File: config.mk
export PLATFORM = sky130hd
export DESIGN_NAME = dma_ctrl_regs
export DESIGN_NICKNAME = d
export VERILOG_FILES = /design/src/rtl/dma_ctrl_pkg.sv /design/src/rtl/dma_ctrl_decode.sv /design/src/rtl/dma_ctrl_store.sv /design/src/rtl/dma_ctrl_regs.sv
export SDC_FILE = /design/constraint.sdc
export NUM_CORES = 1
export LEC_CHECK = 0
export CORE_ASPECT_RATIO = 0.5
export CORE_MARGIN = 2
export CORE_UTILIZATION = 50
export CTS_BUF_LIST = sky130_fd_sc_hd__clkbuf_4 sky130_fd_sc_hd__clkbuf_8
export CTS_CLUSTER_SIZE = 8
export DETAILED_ROUTE_END_ITERATION = 8
export GPL_TIMING_DRIVEN = 1
export PLACE_DENSITY_LB_ADDON = 0.3
export SLEW_MARGIN = 5
export SYNTH_ARGS = -nofsm -noshare
export SYNTH_HDL_FRONTEND = slang
export SYNTH_SLANG_ARGS = --single-unit
File: constraint.sdc
create_clock -name clk -period 2.15 [get_ports clk]
set_input_delay 0.43 -clock clk [delete_from_list [all_inputs] [get_ports clk]]
set_output_delay 0.43 -clock clk [all_outputs]
set_load 0.05 [all_outputs]
File: src/rtl/dma_ctrl_pkg.sv
package dma_ctrl_pkg;
  typedef enum logic [2:0] {
    OFS_CMD     = 3'd0,
    OFS_REQ     = 3'd1,
    OFS_MSK_ONE = 3'd2,
    OFS_MODE    = 3'd3,
    OFS_FFCLR   = 3'd4,
    OFS_MRST    = 3'd5,
    OFS_MSK_CLR = 3'd6,
    OFS_MSK_ALL = 3'd7
  } ctrlOfs_t;

  typedef struct packed {
    logic cmdLoad;
    logic reqWrite;
    logic maskSingle;
    logic modeWrite;
    logic ffClr;
    logic masterRst;
    logic maskClrAll;
    logic maskLoad;
    logic statusRead;
    logic maskRead;
  } ctrlStrobes_t;
endpackage

File: src/rtl/dma_ctrl_decode.sv
module dma_ctrl_decode
  import dma_ctrl_pkg::*;
#(
  parameter int PORT_W = 4,
  parameter int DATA_W = 8,
  parameter logic [DATA_W-1:0] CMD_ALLOWED = 8'h04
) (
  input  logic              wrEn,
  input  logic              rdEn,
  input  logic [PORT_W-1:0] portAddr,
  input  logic [DATA_W-1:0] wrData,
  output ctrlStrobes_t      strb
);
  localparam int OFS_W = 3;

  logic     inRange;
  ctrlOfs_t ofs;
  logic     cmdOk;

  assign inRange = (portAddr[PORT_W-1:OFS_W] == '0);
  assign ofs     = ctrlOfs_t'(portAddr[OFS_W-1:0]);
  // Zero has no unsupported bits, so it always passes.
  assign cmdOk   = ((wrData & ~CMD_ALLOWED) == '0);

  always_comb begin
    strb = '0;
    if (wrEn && inRange) begin
      unique case (ofs)
        OFS_CMD:     strb.cmdLoad    = cmdOk;
        OFS_REQ:     strb.reqWrite   = 1'b1;
        OFS_MSK_ONE: strb.maskSingle = 1'b1;
        OFS_MODE:    strb.modeWrite  = 1'b1;
        OFS_FFCLR:   strb.ffClr      = 1'b1;
        OFS_MRST: begin
          strb.ffClr     = 1'b1;
          strb.masterRst = 1'b1;
        end
        OFS_MSK_CLR: strb.maskClrAll = 1'b1;
        OFS_MSK_ALL: strb.maskLoad   = 1'b1;
        default: ;
      endcase
    end
    if (rdEn && inRange) begin
      strb.statusRead = (ofs == OFS_CMD);
      strb.maskRead   = (ofs == OFS_REQ);
    end
  end
endmodule

File: src/rtl/dma_ctrl_store.sv
module dma_ctrl_store
  import dma_ctrl_pkg::*;
#(
  parameter int CHAN_CNT = 4,
  parameter int DATA_W   = 8
) (
  input  logic                       clk,
  input  logic                       rstN,
  input  ctrlStrobes_t               strb,
  input  logic [DATA_W-1:0]          wrData,
  input  logic [CHAN_CNT-1:0]        holdReq,
  input  logic [CHAN_CNT-1:0]        releaseReq,
  input  logic [CHAN_CNT-1:0]        tcHit,
  output logic [DATA_W-1:0]          rdData,
  output logic [DATA_W-1:0]          cmdOut,
  output logic [CHAN_CNT-1:0]        chanMask,
  output logic [CHAN_CNT-1:0]        reqVec,
  output logic [CHAN_CNT*DATA_W-1:0] chanMode,
  output logic                       ffClear
);
  localparam int CHAN_W = $clog2(CHAN_CNT);

  logic [DATA_W-1:0]   cmdQ;
  logic [CHAN_CNT-1:0] maskQ, maskNext;
  logic [CHAN_CNT-1:0] reqQ, reqNext;
  logic [CHAN_CNT-1:0] tcQ, tcNext;
  logic [DATA_W-1:0]   modeQ [CHAN_CNT];
  logic                ffQ;
  logic [CHAN_W-1:0]   chanSel;
  logic                setBit;
  logic [CHAN_CNT-1:0] chanHot;

  assign chanSel = wrData[CHAN_W-1:0];
  assign setBit  = wrData[CHAN_W];
  assign chanHot = CHAN_CNT'(1) << chanSel;

  always_comb begin
    maskNext = maskQ;
    if (strb.maskSingle) maskNext = setBit ? (maskQ | chanHot) : (maskQ & ~chanHot);
    if (strb.maskClrAll) maskNext = '0;
    if (strb.maskLoad)   maskNext = wrData[CHAN_CNT-1:0];
    if (strb.masterRst)  maskNext = '1;

    reqNext = reqQ;
    if (strb.reqWrite) reqNext = setBit ? (reqQ | chanHot) : (reqQ & ~chanHot);
    reqNext = (reqNext & ~releaseReq) | holdReq;

    tcNext = tcQ;
    if (strb.statusRead) tcNext = '0;
    if (strb.reqWrite)   tcNext = tcNext & ~chanHot;
    tcNext = tcNext | tcHit;

    if (strb.masterRst) begin
      reqNext = '0;
      tcNext  = '0;
    end
  end

  always_ff @(posedge clk or negedge rstN) begin
    if (!rstN) begin
      cmdQ  <= '0;
      maskQ <= '1;
      reqQ  <= '0;
      tcQ   <= '0;
      ffQ   <= 1'b0;
    end else begin
      if (strb.masterRst)    cmdQ <= '0;
      else if (strb.cmdLoad) cmdQ <= wrData;
      maskQ <= maskNext;
      reqQ  <= reqNext;
      tcQ   <= tcNext;
      ffQ   <= strb.ffClr;
    end
  end

  for (genvar c = 0; c < CHAN_CNT; c++) begin : g_mode
    always_ff @(posedge clk or negedge rstN) begin
      if (!rstN) modeQ[c] <= '0;
      else if (strb.modeWrite && chanSel == CHAN_W'(c)) modeQ[c] <= wrData;
    end
    assign chanMode[c*DATA_W +: DATA_W] = modeQ[c];
  end

  always_comb begin
    rdData = '0;
    if (strb.statusRead)    rdData = DATA_W'({reqQ, tcQ});
    else if (strb.maskRead) rdData = DATA_W'(maskQ);
  end

  assign cmdOut   = cmdQ;
  assign chanMask = maskQ;
  assign reqVec   = reqQ & ~maskQ;
  assign ffClear  = ffQ;

  // master clear leaves every channel masked
  p_mrst_mask_r7: assert property (@(posedge clk) disable iff (!rstN)
    strb.masterRst |=> (&chanMask));

  // the clear pulse follows its strobe and lasts one cycle
  p_ff_pulse_r6: assert property (@(posedge clk) disable iff (!rstN)
    strb.ffClr |=> ffClear);
  p_ff_quiet_r6: assert property (@(posedge clk) disable iff (!rstN)
    !strb.ffClr |=> !ffClear);

  // a status read with no new terminal count empties the low nibble
  p_rd_clear_r9: assert property (@(posedge clk) disable iff (!rstN)
    (strb.statusRead && tcHit == '0) |=> (tcQ == '0));

  // a hold is visible in the request flags on the next cycle
  p_hold_set_r10: assert property (@(posedge clk) disable iff (!rstN)
    (holdReq != '0 && !strb.masterRst) |=> ((reqQ & $past(holdReq)) == $past(holdReq)));
endmodule

File: src/rtl/dma_ctrl_regs.sv
module dma_ctrl_regs
  import dma_ctrl_pkg::*;
#(
  parameter int CHAN_CNT = 4,
  parameter int DATA_W   = 8,
  parameter int PORT_W   = 4,
  parameter logic [DATA_W-1:0] CMD_ALLOWED = 8'h04
) (
  input  logic                       clk,
  input  logic                       rstN,
  input  logic                       wrEn,
  input  logic                       rdEn,
  input  logic [PORT_W-1:0]          portAddr,
  input  logic [DATA_W-1:0]          wrData,
  output logic [DATA_W-1:0]          rdData,
  input  logic [CHAN_CNT-1:0]        holdReq,
  input  logic [CHAN_CNT-1:0]        releaseReq,
  input  logic [CHAN_CNT-1:0]        tcHit,
  output logic [DATA_W-1:0]          cmdOut,
  output logic [CHAN_CNT-1:0]        chanMask,
  output logic [CHAN_CNT-1:0]        reqVec,
  output logic [CHAN_CNT*DATA_W-1:0] chanMode,
  output logic                       ffClear
);
  ctrlStrobes_t strb;

  dma_ctrl_decode #(
    .PORT_W(PORT_W), .DATA_W(DATA_W), .CMD_ALLOWED(CMD_ALLOWED)
  ) u_decode (
    .wrEn(wrEn), .rdEn(rdEn), .portAddr(portAddr), .wrData(wrData), .strb(strb)
  );

  dma_ctrl_store #(
    .CHAN_CNT(CHAN_CNT), .DATA_W(DATA_W)
  ) u_store (
    .clk(clk), .rstN(rstN), .strb(strb), .wrData(wrData),
    .holdReq(holdReq), .releaseReq(releaseReq), .tcHit(tcHit),
    .rdData(rdData), .cmdOut(cmdOut), .chanMask(chanMask),
    .reqVec(reqVec), .chanMode(chanMode), .ffClear(ffClear)
  );

  // a command with unsupported bits leaves the command unchanged
  p_cmd_refuse_r2: assert property (@(posedge clk) disable iff (!rstN)
    (wrEn && portAddr == '0 && (wrData & ~CMD_ALLOWED) != '0) |=> $stable(cmdOut));

  // offsets 8..15 touch nothing visible
  p_high_ofs_r13: assert property (@(posedge clk) disable iff (!rstN)
    (wrEn && portAddr[PORT_W-1] && holdReq == '0 && releaseReq == '0 && tcHit == '0)
    |=> ($stable(chanMask) && $stable(cmdOut) && $stable(chanMode) && !ffClear));
endmodule

==> results, run 1 <==
- The number of global-route vias before repair came to approximately 1900.
- The minimum clock period after layout is 2.103 ns.
- After detailed routing, the average wire length per cell comes to ~17 um.
- Setup repair after global routing left no endpoint under its margin.
- In this run the worst path has a maximum fanout of 11.
- Synthesis handed over a netlist of about 200 instances.
- The first global-routing pass estimated between 9000 and 10000 um of wire.
- The die outline area is 0.005467 mm2.
- The overflow left after global routing is 0.
- The number of antenna diodes is 0.
- The clock input transition at the sequential cells of the worst setup and hold paths is 0.09 ns.
- Detailed routing inserted a total of 1967 vias.
- The max-slew violation count is 0.
- The worst-case IR drop observed on VDD is around 500 uV.
- Once layout is complete, the utilization of the core stands at 0.8141.
- The H-tree level count is 2.
- The final clock period utilization by the worst path is 0.9781.
- The routed design has 6158 um of wire.
- The share of the Yosys chip area taken by registers is 0.5479.
- In this run the static leakage power is 0.001722 uW.
- The floorplan step set the die width to roughly 100 um.
- Leaving out fill and tap cells, the most frequent cells in the layout are 64 x sky130_fd_sc_hd__clkdlybuf4s50_1, 49 x sky130_fd_sc_hd__dfrtp_1, 21 x sky130_fd_sc_hd__buf_4.
- STA classifies the critical path endpoint as a primary output.
- The maximum number of pins on one net before global-route repair is 29.
- After clock tree synthesis, the setup repair step added 0 buffers.
- From synthesis to final layout, the design area changed by 51.80%.
- The worst setup skew after layout is 0 ns.
- The count of input and output buffers is 84.
- The worst setup path is of the in -> out kind.
- The HPWL after detailed placement is 4397 um.
- The largest buffer count on any clock path is 2.
- The worst pin sits at a relative slew slack of 0.6044.
- 85 I/O pins were placed.
- The total clock sinks is 53.
- Max-cap violations in this run came to 0.
- The net count of the finished layout is between 300 and 400.
- The class of the worst hold path is in -> async.
- The area of the placeable core is roughly 0.0045 mm2.
- At the end of routability-driven placement, the weighted congestion stood at 0.8912.
- The initial antenna violation count was 0.
- The library cell used most frequently in the layout, excluding fill and tap cells, is sky130_fd_sc_hd__clkdlybuf4s50_1.
- After detailed placement, the design holds a cell count of 364.
- For this design the ratio of total power to cell area is about 740 mW/mm2.
- Synthesis instantiated 44 different standard cells from the library.
- The transition time at the pin with the least slew margin is 0.5934 ns.
- Sorting the synthesized cells by area gives the leading types as sky130_fd_sc_hd__dfrtp_1 50%, sky130_fd_sc_hd__mux2_2 8.3%, sky130_fd_sc_hd__dfstp_2 4.3%.
- The final-report setup violation count is 0.
- The largest total area in the synthesized netlist belongs to sky130_fd_sc_hd__dfrtp_1.
- After detailed routing, the number of remaining DRC violations is 0.
- The power after layout is 2720 uW.
- The flow ran to the end, and the final reports show no timing, DRC or antenna violations.
- The final cell count without fillers is 371.
- The clock tree from TritonCTS is done.
- The final count of hold timing violations is 0.
- The critical path required time is 1.72 ns.
- The total global-route track usage is 0.2391.
- The total negative setup slack is 0 ns.
- Of the post-synthesis cell area, the dominant cell type holds 0.5046.
- The initial cell density of the core is 0.5363.
- The data arrival time of the critical path is approximately 1.7 ns.
- The number of nets in the synthesized netlist is 231.
- The height of the die is 53.30 um.
- For this run, the number of Yosys warnings is 0.
- Each instance of the synthesized netlist takes up on average 11.97 um2.
- The clock root buffer is sky130_fd_sc_hd__clkbuf_8.
- Before antenna repair, the detailed router went through 4 iterations.
- The number of design-rule violations left by the first detailed-router iteration is about 100.
- The per-cell via count in the routed design is about 5.3.
- The floorplan row count is 17.
- The number of buffers added by the clock tree synthesis step is 5.
- Summing every instance area after synthesis gives 0.002430 mm2.
- The latest clock arrival within the worst-skew pair is 0.31 ns.
- In the final layout, the share of cells above drive strength 1 is 0.3049.
- The register bit count reported by yosys is 53.
- Timing would allow up to 475.5 MHz.
- The type of origin of the critical path is an input pin.
- Once detail routing completed, the nets flagged for antenna violations numbered 0.
-- power breakdown --
part	leakage, uW	switching, uW	internal [uW]
combinational	0.00101	602	367
clock	0.0000402	323	225
sequential	0.000675	84.9	1120
total	0.00172	1010	1710
-- metrics by stage --
stage,setup slack (ns),hold WS (ns),instance area [um2]
after floorplan,-0.02534,0.1344,2430
after detailed placement,-0.3419,0.4590,3540
after CTS,0.02431,0.1180,3676
after global placement,-0.3016,0.4475,3540
after global routing,0.01074,0.1387,3689
final,0.04698,0.1190,3689
-- cells in the mapped netlist, drive strengths merged --
cell,count
dfrtp,49
mux2,24
nor2,23
nor2b,13
a21oi,7
and2,7
mux2i,7
a31oi,6
buf,6
inv,5
nand2b,5
or2,5
dfstp,4
a21o,3
a221oi,3
clkbuf,3
nand2,3
nand4b,3
a31o,2
nand3,2
nand3b,2
nand4,2
nor3,2
nor3b,2
a211oi,1
a21boi,1
a22o,1
a311oi,1
a41oi,1
and2b,1
and3,1
and3b,1
and4b,1
o21ai,1
o311ai,1
o41ai,1
or3,1
or3b,1
or4b,1
-- worst paths after layout --
path,depth (start not counted),slack (ns),end,from
min in group clk,1,0.48,u_store.chanMode[17]$_DFFE_PN0P_,u_store.chanMode[17]$_DFFE_PN0P_
hold reg to reg,1,0.48,u_store.chanMode[17]$_DFFE_PN0P_,u_store.chanMode[17]$_DFFE_PN0P_
max in group asynchronous,2,1.39,u_store.chanMask[2]$_DFFE_PN1P_,rstN
hold / removal,1,0.12,u_store.cmdOut[0]$_DFFE_PN0P_,rstN
setup / recovery,5,0.05,rdData[0],portAddr[0]
setup reg to reg,3,0.90,u_store.chanMask[0]$_DFFE_PN1P_,u_store.chanMask[0]$_DFFE_PN1P_
-- cell families (layout without fill, tap and decap cells) --
kind of cell	after synthesis	after routing	share of synthesized area
compound gates	29	29	0.08343
buf+inv	14	116	0.02987
flops	53	53	0.5479
mux	31	31	0.1493
simple gates	76	76	0.1895
-- timing repair --
item / 4_1_cts / 5_1_grt
pin swaps: 3 / 1
hold buffers: 0 / 0
gates resized for setup: 21 / 8
setup endpoints to repair: 8 / 9
-- area by class of cell --
class / count / area [um2]
timing repair buffer: 104 / 1086
inverter: 5 / 18.77
multi-input combinational: 136 / 1085
clock buffer: 5 / 68.82
sequential: 53 / 1331
clock inverter: 2 / 16.27
fill: 254 / 842.1
tap: 66 / 82.58
-- routing by layer --
| metal | wire, um | track usage | vias to the layer above |
|---|---|---|---|
| li1 | - | - | 918 |
| met1 | 2722 | 0.3066 | 982 |
| met2 | 3092 | 0.4118 | 65 |
| met3 | 324 | 0.05548 | 2 |
| met4 | 19 | 0.06667 | 0 |
| met5 | 0 | 0 | - |
-- critical path, stage by stage --
cell and delay (ns):
sky130_fd_sc_hd__clkdlybuf4s50_1 0.47, sky130_fd_sc_hd__buf_4 0.22, sky130_fd_sc_hd__mux2i_1 0.33, sky130_fd_sc_hd__nor2_4 0.07
sky130_fd_sc_hd__buf_12 0.15
-- registers in the layout, summed over array words and instances (netlist names) --
register,cells
u_store.cmdOut,8
u_store.chanMask,4
u_store.chanMode,32
u_store.tcQ,4
u_store.ffClear,1
u_store.reqQ,4
Power figures use the tool's default switching activity.
==> inputs of run 2 (changes only) <==
HOLD_SLACK_MARGIN = 0.02   (was not set)
==> results of run 2 <==
The final DEF is identical to that of run 1; final timing and power are the same.
